## src/rtl/exc_pkg.sv

```systemverilog
package exc_pkg;
  typedef enum logic [3:0] {
    ST_IDLE, ST_SR, ST_VEC, ST_PCL, ST_PCH, ST_SRW, ST_FMT, ST_RHI, ST_RLO, ST_LOAD
  } exc_state_t;

  localparam int SR_SUP_BIT  = 13;
  localparam int SR_TRACE_LO = 14;
  localparam int SR_TRACE_HI = 15;
endpackage

```

## src/rtl/exc_vec_addr.sv

```systemverilog
module exc_vec_addr #(
  parameter int AW = 32,
  parameter int VW = 8
) (
  input  logic [AW-1:0] base,
  input  logic [VW-1:0] vec,
  output logic [AW-1:0] addr
);
  localparam int PADW = AW - VW - 2;
  logic [AW-1:0] offset;
  assign offset = {{PADW{1'b0}}, vec, 2'b00};
  assign addr   = base + offset;
endmodule

```

## src/rtl/exc_sr_mode.sv

```systemverilog
module exc_sr_mode #(
  parameter int SW = 16
) (
  input  logic [SW-1:0] sr_in,
  output logic [SW-1:0] sr_out
);
  import exc_pkg::*;
  always_comb begin
    sr_out = sr_in;
    sr_out[SR_SUP_BIT] = 1'b1;
    for (int i = SR_TRACE_LO; i <= SR_TRACE_HI; i++) sr_out[i] = 1'b0;
  end
endmodule

```

## src/rtl/exc_frame_word.sv

```systemverilog
module exc_frame_word #(
  parameter int DW = 16,
  parameter int VW = 8,
  parameter int FMTW = 4,
  parameter logic [FMTW-1:0] FMT_CODE = '0
) (
  input  exc_pkg::exc_state_t st,
  input  logic [2*DW-1:0]     pc,
  input  logic [DW-1:0]       sr,
  input  logic [VW-1:0]       vec,
  output logic [DW-1:0]       wdata
);
  import exc_pkg::*;
  localparam int OFFW = DW - FMTW;
  localparam int PADW = OFFW - VW - 2;
  logic [DW-1:0] fmt_word;
  assign fmt_word = {FMT_CODE, {PADW{1'b0}}, vec, 2'b00};
  always_comb begin
    unique case (st)
      ST_PCL:  wdata = pc[DW-1:0];
      ST_PCH:  wdata = pc[2*DW-1:DW];
      ST_SRW:  wdata = sr;
      ST_FMT:  wdata = fmt_word;
      default: wdata = '0;
    endcase
  end
endmodule

```

## src/rtl/exc_entry_seq.sv

```systemverilog
module exc_entry_seq #(
  parameter int AW = 32,
  parameter int DW = 16,
  parameter int VW = 8,
  parameter int FMTW = 4,
  parameter logic [FMTW-1:0] FMT_CODE = '0
) (
  input  logic          clk,
  input  logic          rst_n,
  input  logic          req_valid,
  output logic          req_ready,
  input  logic          req_from_dev,
  input  logic [VW-1:0] dev_vec,
  input  logic [VW-1:0] int_vec,
  input  logic [2*DW-1:0] pc_in,
  input  logic [DW-1:0] sr_in,
  input  logic [AW-1:0] ssp_in,
  output logic          busy,
  output logic          sr_load,
  output logic [DW-1:0] sr_new,
  output logic          pc_load,
  output logic [2*DW-1:0] pc_new,
  output logic          ssp_load,
  output logic [AW-1:0] ssp_new,
  input  logic          vbr_we,
  input  logic [AW-1:0] vbr_wdata,
  output logic [AW-1:0] vbr_q,
  output logic          mem_req,
  output logic          mem_we,
  output logic [AW-1:0] mem_addr,
  output logic [DW-1:0] mem_wdata,
  input  logic          mem_ack,
  input  logic [DW-1:0] mem_rdata
);
  import exc_pkg::*;
  localparam logic [AW-1:0] WSTEP = AW'(DW / 8);

  exc_state_t     st;
  logic [VW-1:0]  vec_q;
  logic [2*DW-1:0] pc_q;
  logic [DW-1:0]  sr_q;
  logic [AW-1:0]  sp_q;
  logic [AW-1:0]  va_q;
  logic [AW-1:0]  va_calc;
  logic [DW-1:0]  hi_q;
  logic [DW-1:0]  lo_q;
  logic [DW-1:0]  fw_data;
  logic           pushing;
  logic           reading;
  logic           accept;

  exc_vec_addr #(.AW(AW), .VW(VW)) u_va (.base(vbr_q), .vec(vec_q), .addr(va_calc));
  exc_sr_mode  #(.SW(DW)) u_sr (.sr_in(sr_q), .sr_out(sr_new));
  exc_frame_word #(.DW(DW), .VW(VW), .FMTW(FMTW), .FMT_CODE(FMT_CODE)) u_fw (
    .st(st), .pc(pc_q), .sr(sr_q), .vec(vec_q), .wdata(fw_data));

  assign req_ready = (st == ST_IDLE);
  assign busy      = (st != ST_IDLE);
  assign accept    = req_valid && req_ready;
  assign pushing   = (st == ST_PCL) || (st == ST_PCH) || (st == ST_SRW) || (st == ST_FMT);
  assign reading   = (st == ST_RHI) || (st == ST_RLO);
  assign mem_req   = pushing || reading;
  assign mem_we    = pushing;
  assign mem_addr  = pushing ? (sp_q - WSTEP) : ((st == ST_RLO) ? (va_q + WSTEP) : va_q);
  assign mem_wdata = fw_data;
  assign sr_load   = (st == ST_SR);
  assign pc_load   = (st == ST_LOAD);
  assign ssp_load  = (st == ST_LOAD);
  assign pc_new    = {hi_q, lo_q};
  assign ssp_new   = sp_q;

  always_ff @(posedge clk) begin
    if (!rst_n) vbr_q <= '0;
    else if (vbr_we) vbr_q <= vbr_wdata;
  end

  always_ff @(posedge clk) begin
    if (!rst_n) begin
      st <= ST_IDLE;
      vec_q <= '0; pc_q <= '0; sr_q <= '0; sp_q <= '0;
      va_q <= '0; hi_q <= '0; lo_q <= '0;
    end else begin
      unique case (st)
        ST_IDLE: if (accept) begin
          vec_q <= req_from_dev ? dev_vec : int_vec;
          pc_q  <= pc_in;
          sr_q  <= sr_in;
          sp_q  <= ssp_in;
          st    <= ST_SR;
        end
        ST_SR:  st <= ST_VEC;
        ST_VEC: begin va_q <= va_calc; st <= ST_PCL; end
        ST_PCL: if (mem_ack) begin sp_q <= sp_q - WSTEP; st <= ST_PCH; end
        ST_PCH: if (mem_ack) begin sp_q <= sp_q - WSTEP; st <= ST_SRW; end
        ST_SRW: if (mem_ack) begin sp_q <= sp_q - WSTEP; st <= ST_FMT; end
        ST_FMT: if (mem_ack) begin sp_q <= sp_q - WSTEP; st <= ST_RHI; end
        ST_RHI: if (mem_ack) begin hi_q <= mem_rdata; st <= ST_RLO; end
        ST_RLO: if (mem_ack) begin lo_q <= mem_rdata; st <= ST_LOAD; end
        ST_LOAD: st <= ST_IDLE;
        default: st <= ST_IDLE;
      endcase
    end
  end

  assert_accept_busy_R1: assert property (@(posedge clk) disable iff (!rst_n)
    (req_valid && req_ready) |=> (busy && !req_ready));
  assert_sr_mode_R3: assert property (@(posedge clk) disable iff (!rst_n)
    sr_load |-> (sr_new[SR_SUP_BIT] && !sr_new[SR_TRACE_HI] && !sr_new[SR_TRACE_LO]));
  assert_req_hold_R8: assert property (@(posedge clk) disable iff (!rst_n)
    (mem_req && !mem_ack) |=> (mem_req && $stable(mem_we) && $stable(mem_addr) && $stable(mem_wdata)));
  assert_pc_done_R9: assert property (@(posedge clk) disable iff (!rst_n)
    pc_load |=> (!busy && req_ready));
  assert_no_overlap_R10: assert property (@(posedge clk) disable iff (!rst_n)
    $onehot0({sr_load, pc_load, mem_req}));
endmodule

```

## config.mk

```make
export PLATFORM = sky130hd
export DESIGN_NAME = exc_entry_seq
export DESIGN_NICKNAME = d
export VERILOG_FILES = /design/src/rtl/exc_pkg.sv /design/src/rtl/exc_vec_addr.sv /design/src/rtl/exc_sr_mode.sv /design/src/rtl/exc_frame_word.sv /design/src/rtl/exc_entry_seq.sv
export SDC_FILE = /design/constraint.sdc
export NUM_CORES = 1
export LEC_CHECK = 0
export CAP_MARGIN = 25
export CORE_MARGIN = 2
export CORE_UTILIZATION = 43
export DETAILED_ROUTE_END_ITERATION = 12
export PLACE_DENSITY_LB_ADDON = 0.2
export SLEW_MARGIN = 20
export SYNTH_ARGS = -nofsm -noshare
export SYNTH_HDL_FRONTEND = slang
export SYNTH_SLANG_ARGS = --single-unit
```

## constraint.sdc

```tcl
create_clock -name clk -period 2.4 [get_ports clk]
set_input_delay 0.72 -clock clk [delete_from_list [all_inputs] [get_ports clk]]
set_output_delay 0.72 -clock clk [all_outputs]
set_load 0.02 [all_outputs]
```

# --- Word-level counts from Yosys, hierarchy flattened ---
# Cells that the tools add are included.
totals:
  register_bits: 188
  in_bits: 150
  output_inout_bits: 167
  elab_cells: 59
classes:
  addsub: 3
  n_eq_ne: 17
  mux: 15
  n_reduce_logical: 15
op_table:
  columns: ["cell", "n"]
  rows:
  - ["$mux W32", 4]
  - ["$pmux W16 S4", 1]
  - ["$pmux W32 S2", 1]
  - ["$pmux W4 S9", 1]
  - ["$add A32 B10 Y32", 1]
  - ["$add A32 B2 Y32 const B", 1]
  - ["$sub A32 B2 Y32 const B", 1]
  - ["$mux W4", 7]
  - ["$eq A4 B3 Y1 const B", 4]
  - ["$ne A2 B2 Y1 const B", 6]
  - ["$eq A4 B2 Y1 const B", 2]
  - ["$eq A4 B4 Y1 const B", 2]
  - ["$mux W8", 1]
  - ["$reduce_and A7 Y1", 1]
  - ["$reduce_and A2 Y1", 3]
  - ["$logic_or A1 B1 Y1", 5]
  - ["$eq A4 B1 Y1 const B", 1]
  - ["$logic_not A4 Y1", 1]
  - ["$ne A2 B1 Y1 const B", 2]
  - ["$reduce_bool A4 Y1", 1]
  - ["$reduce_or A4 Y1", 1]
  - ["$reduce_and A3 Y1", 1]
  - ["$reduce_bool A2 Y1", 1]
  - ["$logic_and A1 B1 Y1", 1]

# --- Longest topological paths before layout ---
logic_depth:
  ltp_word: 5
  depth_mapped: 10
  ltp_nobuf: 8

# --- Hierarchy ---
# A second synthesis with hierarchy kept.
unflattened:
  cells_unflattened: 1321
  area_unflattened_um2: 10582.6
by_module_without_submodules:
  columns: ["mod", "n_inst", "cells_per_inst", "area_each_um2", "seq_area_each_um2"]
  rows:
  - ["exc_entry_seq", 1, 1134, 9267.6, 3763.6]
  - ["exc_vec_addr", 1, 116, 805.8, 0.0]
  - ["exc_frame_word", 1, 53, 381.6, 0.0]
  - ["exc_sr_mode", 1, 18, 127.6, 0.0]

# --- Least setup slack after synthesis ---
# OpenSTA, ideal clock, no wires.
synth_path:
  kind: "reg2out"
  startpoint: "reg sp_q[1], in the netlist ssp_new[1]"
  endpoint: "out mem_addr[31]"
  t_arrival_ns: 2.250
  required_ns: 1.680
  path_slack_ns: -0.570
  path_stages_with_launch: 9
  n_path_buf: 1
  path_cell_list: "dfxtp_1 -> inv_1 -> ha_1 -> nor3b_1 -> and3_1 -> clkbuf_1 -> nand4_1 -> xor2_1 -> o211ai_1"
synth_between:
  elab_chain_len: 2
synth_rtl:
  columns: ["item", "line_no", "source"]
  rows:
  - ["from (decl)", "exc_entry_seq.sv:42", "logic [AW-1:0] sp_q;"]
  - ["from (signal assigned)", "exc_entry_seq.sv:88", "sp_q <= ssp_in;"]
  - ["$sub A32 B2 Y32", "exc_entry_seq.sv:64", "assign mem_addr = pushing ? (sp_q - WSTEP) : ((st == ST_RLO) ? (va_q + WSTEP) : va_q);"]
  - ["$mux W32", "exc_entry_seq.sv:64", null]
  - ["to (decl)", "exc_entry_seq.sv:30", "output logic [AW-1:0] mem_addr,"]
# Every way passes these cells.

# --- Worst setup path after layout ---
layout_path:
  startpoint: "reg sp_q[17], in the netlist ssp_new[17]"
  endpoint: "out mem_addr[31]"
# Same word-level chain as after synthesis.

==> results.json <==
{
  "htreeDepth": 4,
  "avgSynthCellArea_um2": 7.699,
  "path_clk_slew_ns": 0.09,
  "numCtsBuffers": 17,
  "fp.dieW_um": 157.2,
  "min_from": "lo_q[6]$_SDFFE_PN0P_",
  "required_ns": 1.68,
  "worstHoldPathCells": 2,
  "gp_congestion": 0.9155,
  "clock-root-buffer": "clkbuf_16",
  "cpMaxStageDelayCell": "or4_4",
  "synthArstFlopShare_pct": 0,
  "ctsLongestPathBuffers": 2,
  "drtPass1Iterations": 6,
  "run_status": "finished, violations left",
  "wire_per_inst_um": 17.36,
  "cts_hold_buf": 0,
  "layout_commonest_cell": "clkdlybuf4s50_1",
  "place_area_um2": 15150,
  "slew_headroom_pct": 61.00,
  "drive_above_1_share_pct": 30.01,
  "antenna_left": 0,
  "p_per_area_nw_per_um2": 606.0,
  "critPathBufInv": 2,
  "fin_worst_skew_ns": 0.01849,
  "violations": "negative setup slack",
  "crit_chain": "or4_4, nor4_4, buf_6, nand4_1, xor2_1, o211ai_1, buf_4",
  "r2r-end": "ssp_new[26]$_SDFFE_PN0P_",
  "fin_cells": 2142,
  "regToRegSetupSlack_ns": 0,
  "ys_types": 68,
  "cp_slowest_stage_delay_ns": 0.56,
  "fin_crit_sh_pct": 134.1,
  "grt_setup_unrepaired": "true",
  "hpwl_um": 25190,
  "multi_input_area_um2": 6626,
  "ys_ff_latch": 188,
  "clock.fmax_mhz": 310.7,
  "yosys_warnings": 0,
  "mostFrequentLayoutCells": "256 x clkdlybuf4s50_1, 247 x nand2_1, 229 x buf_4",
  "hold_path_end": "lo_q[6]$_SDFFE_PN0P_",
  "synth-edff-count": 0,
  "final.min_clock_period_ns": 3.219,
  "worstSkewPairLatency_ns": 0.45,
  "diodes": 0,
  "viasPerCell": 5.425,
  "overflow": 0,
  "syn_inst": 1310,
  "grt_pass1_wl_um": 54290,
  "seqCellArea_um2": 3792,
  "critical_path_arrival_ns": 2.50,
  "fill_cells": 1782,
  "stdcell_area_um2": 17230,
  "setup_violations": 51,
  "synthFlopType": "dfxtp_1",
  "chipHeight_um": 157.2,
  "grt_max_degree": 66,
  "crit_path_end_kind": "output pin",
  "die-area_um2": 24700,
  "ys_seq_area_share_pct": 37.32,
  "clock_sinks": 188,
  "antenna_found_initial": 0,
  "p_leak_nw": 6.906,
  "portBuffers": 313,
  "area_growth_syn_to_layout_pct": 70.81,
  "drtIter0Drc": 819,
  "grt_usage_pct": 27.56,
  "coreArea_um2": 23260,
  "drv_cap": 0,
  "r2r_start": "ssp_new[17]$_SDFFE_PN0P_",
  "crit_family": "simple AND/OR/NAND/NOR gates",
  "ir_worst_vdd_mv": 0.4285,
  "critPathKind": "register to output pin",
  "grt_pass1_vias": 10619,
  "syn_area_um2": 10090,
  "worst_setup_path_start_kind": "register",
  "fin_nets": 1971,
  "hp-class": "register to register",
  "slew_violations": 0,
  "drc": 0,
  "reg2reg_depth": 8,
  "crit_path_max_fanout": 7,
  "initial_utilization_pct": 43.36,
  "worst_slew_pin_slew_ns": 0.5836,
  "worst_slack_ns": -0.8186,
  "rows": 56,
  "vias": 11620,
  "cts_tree": "yes",
  "io_pins": 317,
  "dp.cells": 2036,
  "postRouteWirelength_um": 37180,
  "finalHoldViolations": 0
}
worst min-delay path, stage by stage, from the launching register on:
cell     delay, ns
dfxtp_1       0.31
nand2_1       0.05
a21oi_1       0.05
metrics by stage:
stage               setup TNS [ns]  power [mW]  setup slack [ns]  hold slack [ns]  utilization [%]
finish                      -27.32       10.44           -0.8186           0.4558            74.06
global route                -31.04       10.85           -0.8741           0.4747            74.06
CTS                         -24.47       10.23           -0.7296           0.4572            71.53
detailed placement          -30.77       7.026           -0.7546           0.4458            65.13
global placement            -29.13       6.980           -0.7276           0.4377            65.13
floorplan                   -6.248       5.369           -0.4099           0.4357                -
layout make-up:
type / instances / area share (%)
inverter: 32 / 0.7844
multi-input combinational: 979 / 38.46
tap: 319 / 2.317
sequential: 188 / 22.01
timing repair buffer: 592 / 32.79
clock inverter: 14 / 1.082
clock buffer: 18 / 2.549
report_power, final:
part	internal, mW	switching (mW)
clock	1.55	1.46
sequential	3.36	0.208
combinational	1.92	1.95
how the worst max path moves through the flow:
stage	startpoint	end	slack, ns	cells after the start
final	ssp_new[17]$_SDFFE_PN0P_	mem_addr[31]	-0.82	7
after global routing	va_q[9]$_SDFFE_PN0P_	mem_addr[26]	-0.87	7
after CTS	ssp_new[17]$_SDFFE_PN0P_	mem_addr[30]	-0.73	7
after detailed placement	va_q[11]$_SDFFE_PN0P_	mem_addr[29]	-0.75	7
after global placement	va_q[11]$_SDFFE_PN0P_	mem_addr[29]	-0.73	7
after floorplan	ssp_new[12]$_SDFFE_PN0P_	mem_addr[31]	-0.41	6
metal layers:
metal  wire length (um)  global-route usage [%]  share of wire (%)
met2              17480                   45.07                 47
met1              16110                   36.86                 43
met4                913                   8.571                2.5
met3               2681                   5.314                7.2
met5                  0                       0                  0
state kept, by name, indices dropped and copies added (netlist names):
signal / count
pc_q: 32
ssp_new: 32
va_q: 32
vbr_q: 32
hi_q: 16
lo_q: 16
sr_q: 16
vec_q: 8
st: 4
repair_timing:
item,4_1_cts,5_1_grt
gates resized for setup,405,86
pin swaps,41,55
gates cloned,4,2
endpoints found under the setup margin,58,98
setup buffers,40,35
synthesized netlist by cell type (all sizes together) (6+ instances only):
cell type  instances  area [um2]
nor2              89       334.1
ha                10       125.1
nor4              18       146.4
nand3             38       190.2
mux2i             55       550.5
o21ai             59       295.3
or3               14       87.58
nor3              37       195.2
a22oi             17       127.6
inv               31       116.4
and3               6       37.54
a21o               8       60.06
a21oi            137       685.7
a222oi             8       80.08
o31ai             11       82.58
nand4             15       93.84
xor2              26       227.7
buf               48       284.0
a211oi            11       82.58
or4               11       86.33
clkbuf            64       240.2
a31oi             11       68.82
o31a              14       122.6
nand2            258       968.4
dfxtp            188        3764
nand2b             6       37.54
and2              10       62.56
a311oi             9       78.83
o22ai             13       81.33
xnor2             34       297.8
kinds of logic after synthesis:
logic type | synth area share, %
other cells | 0.07446
simple gates | 24.17
compound gates | 19.73
mux | 5.682
xor+xnor | 5.210
flops | 37.32
fa+ha+maj | 1.439
buf+inv | 6.389
Power figures use the tool's default switching activity.
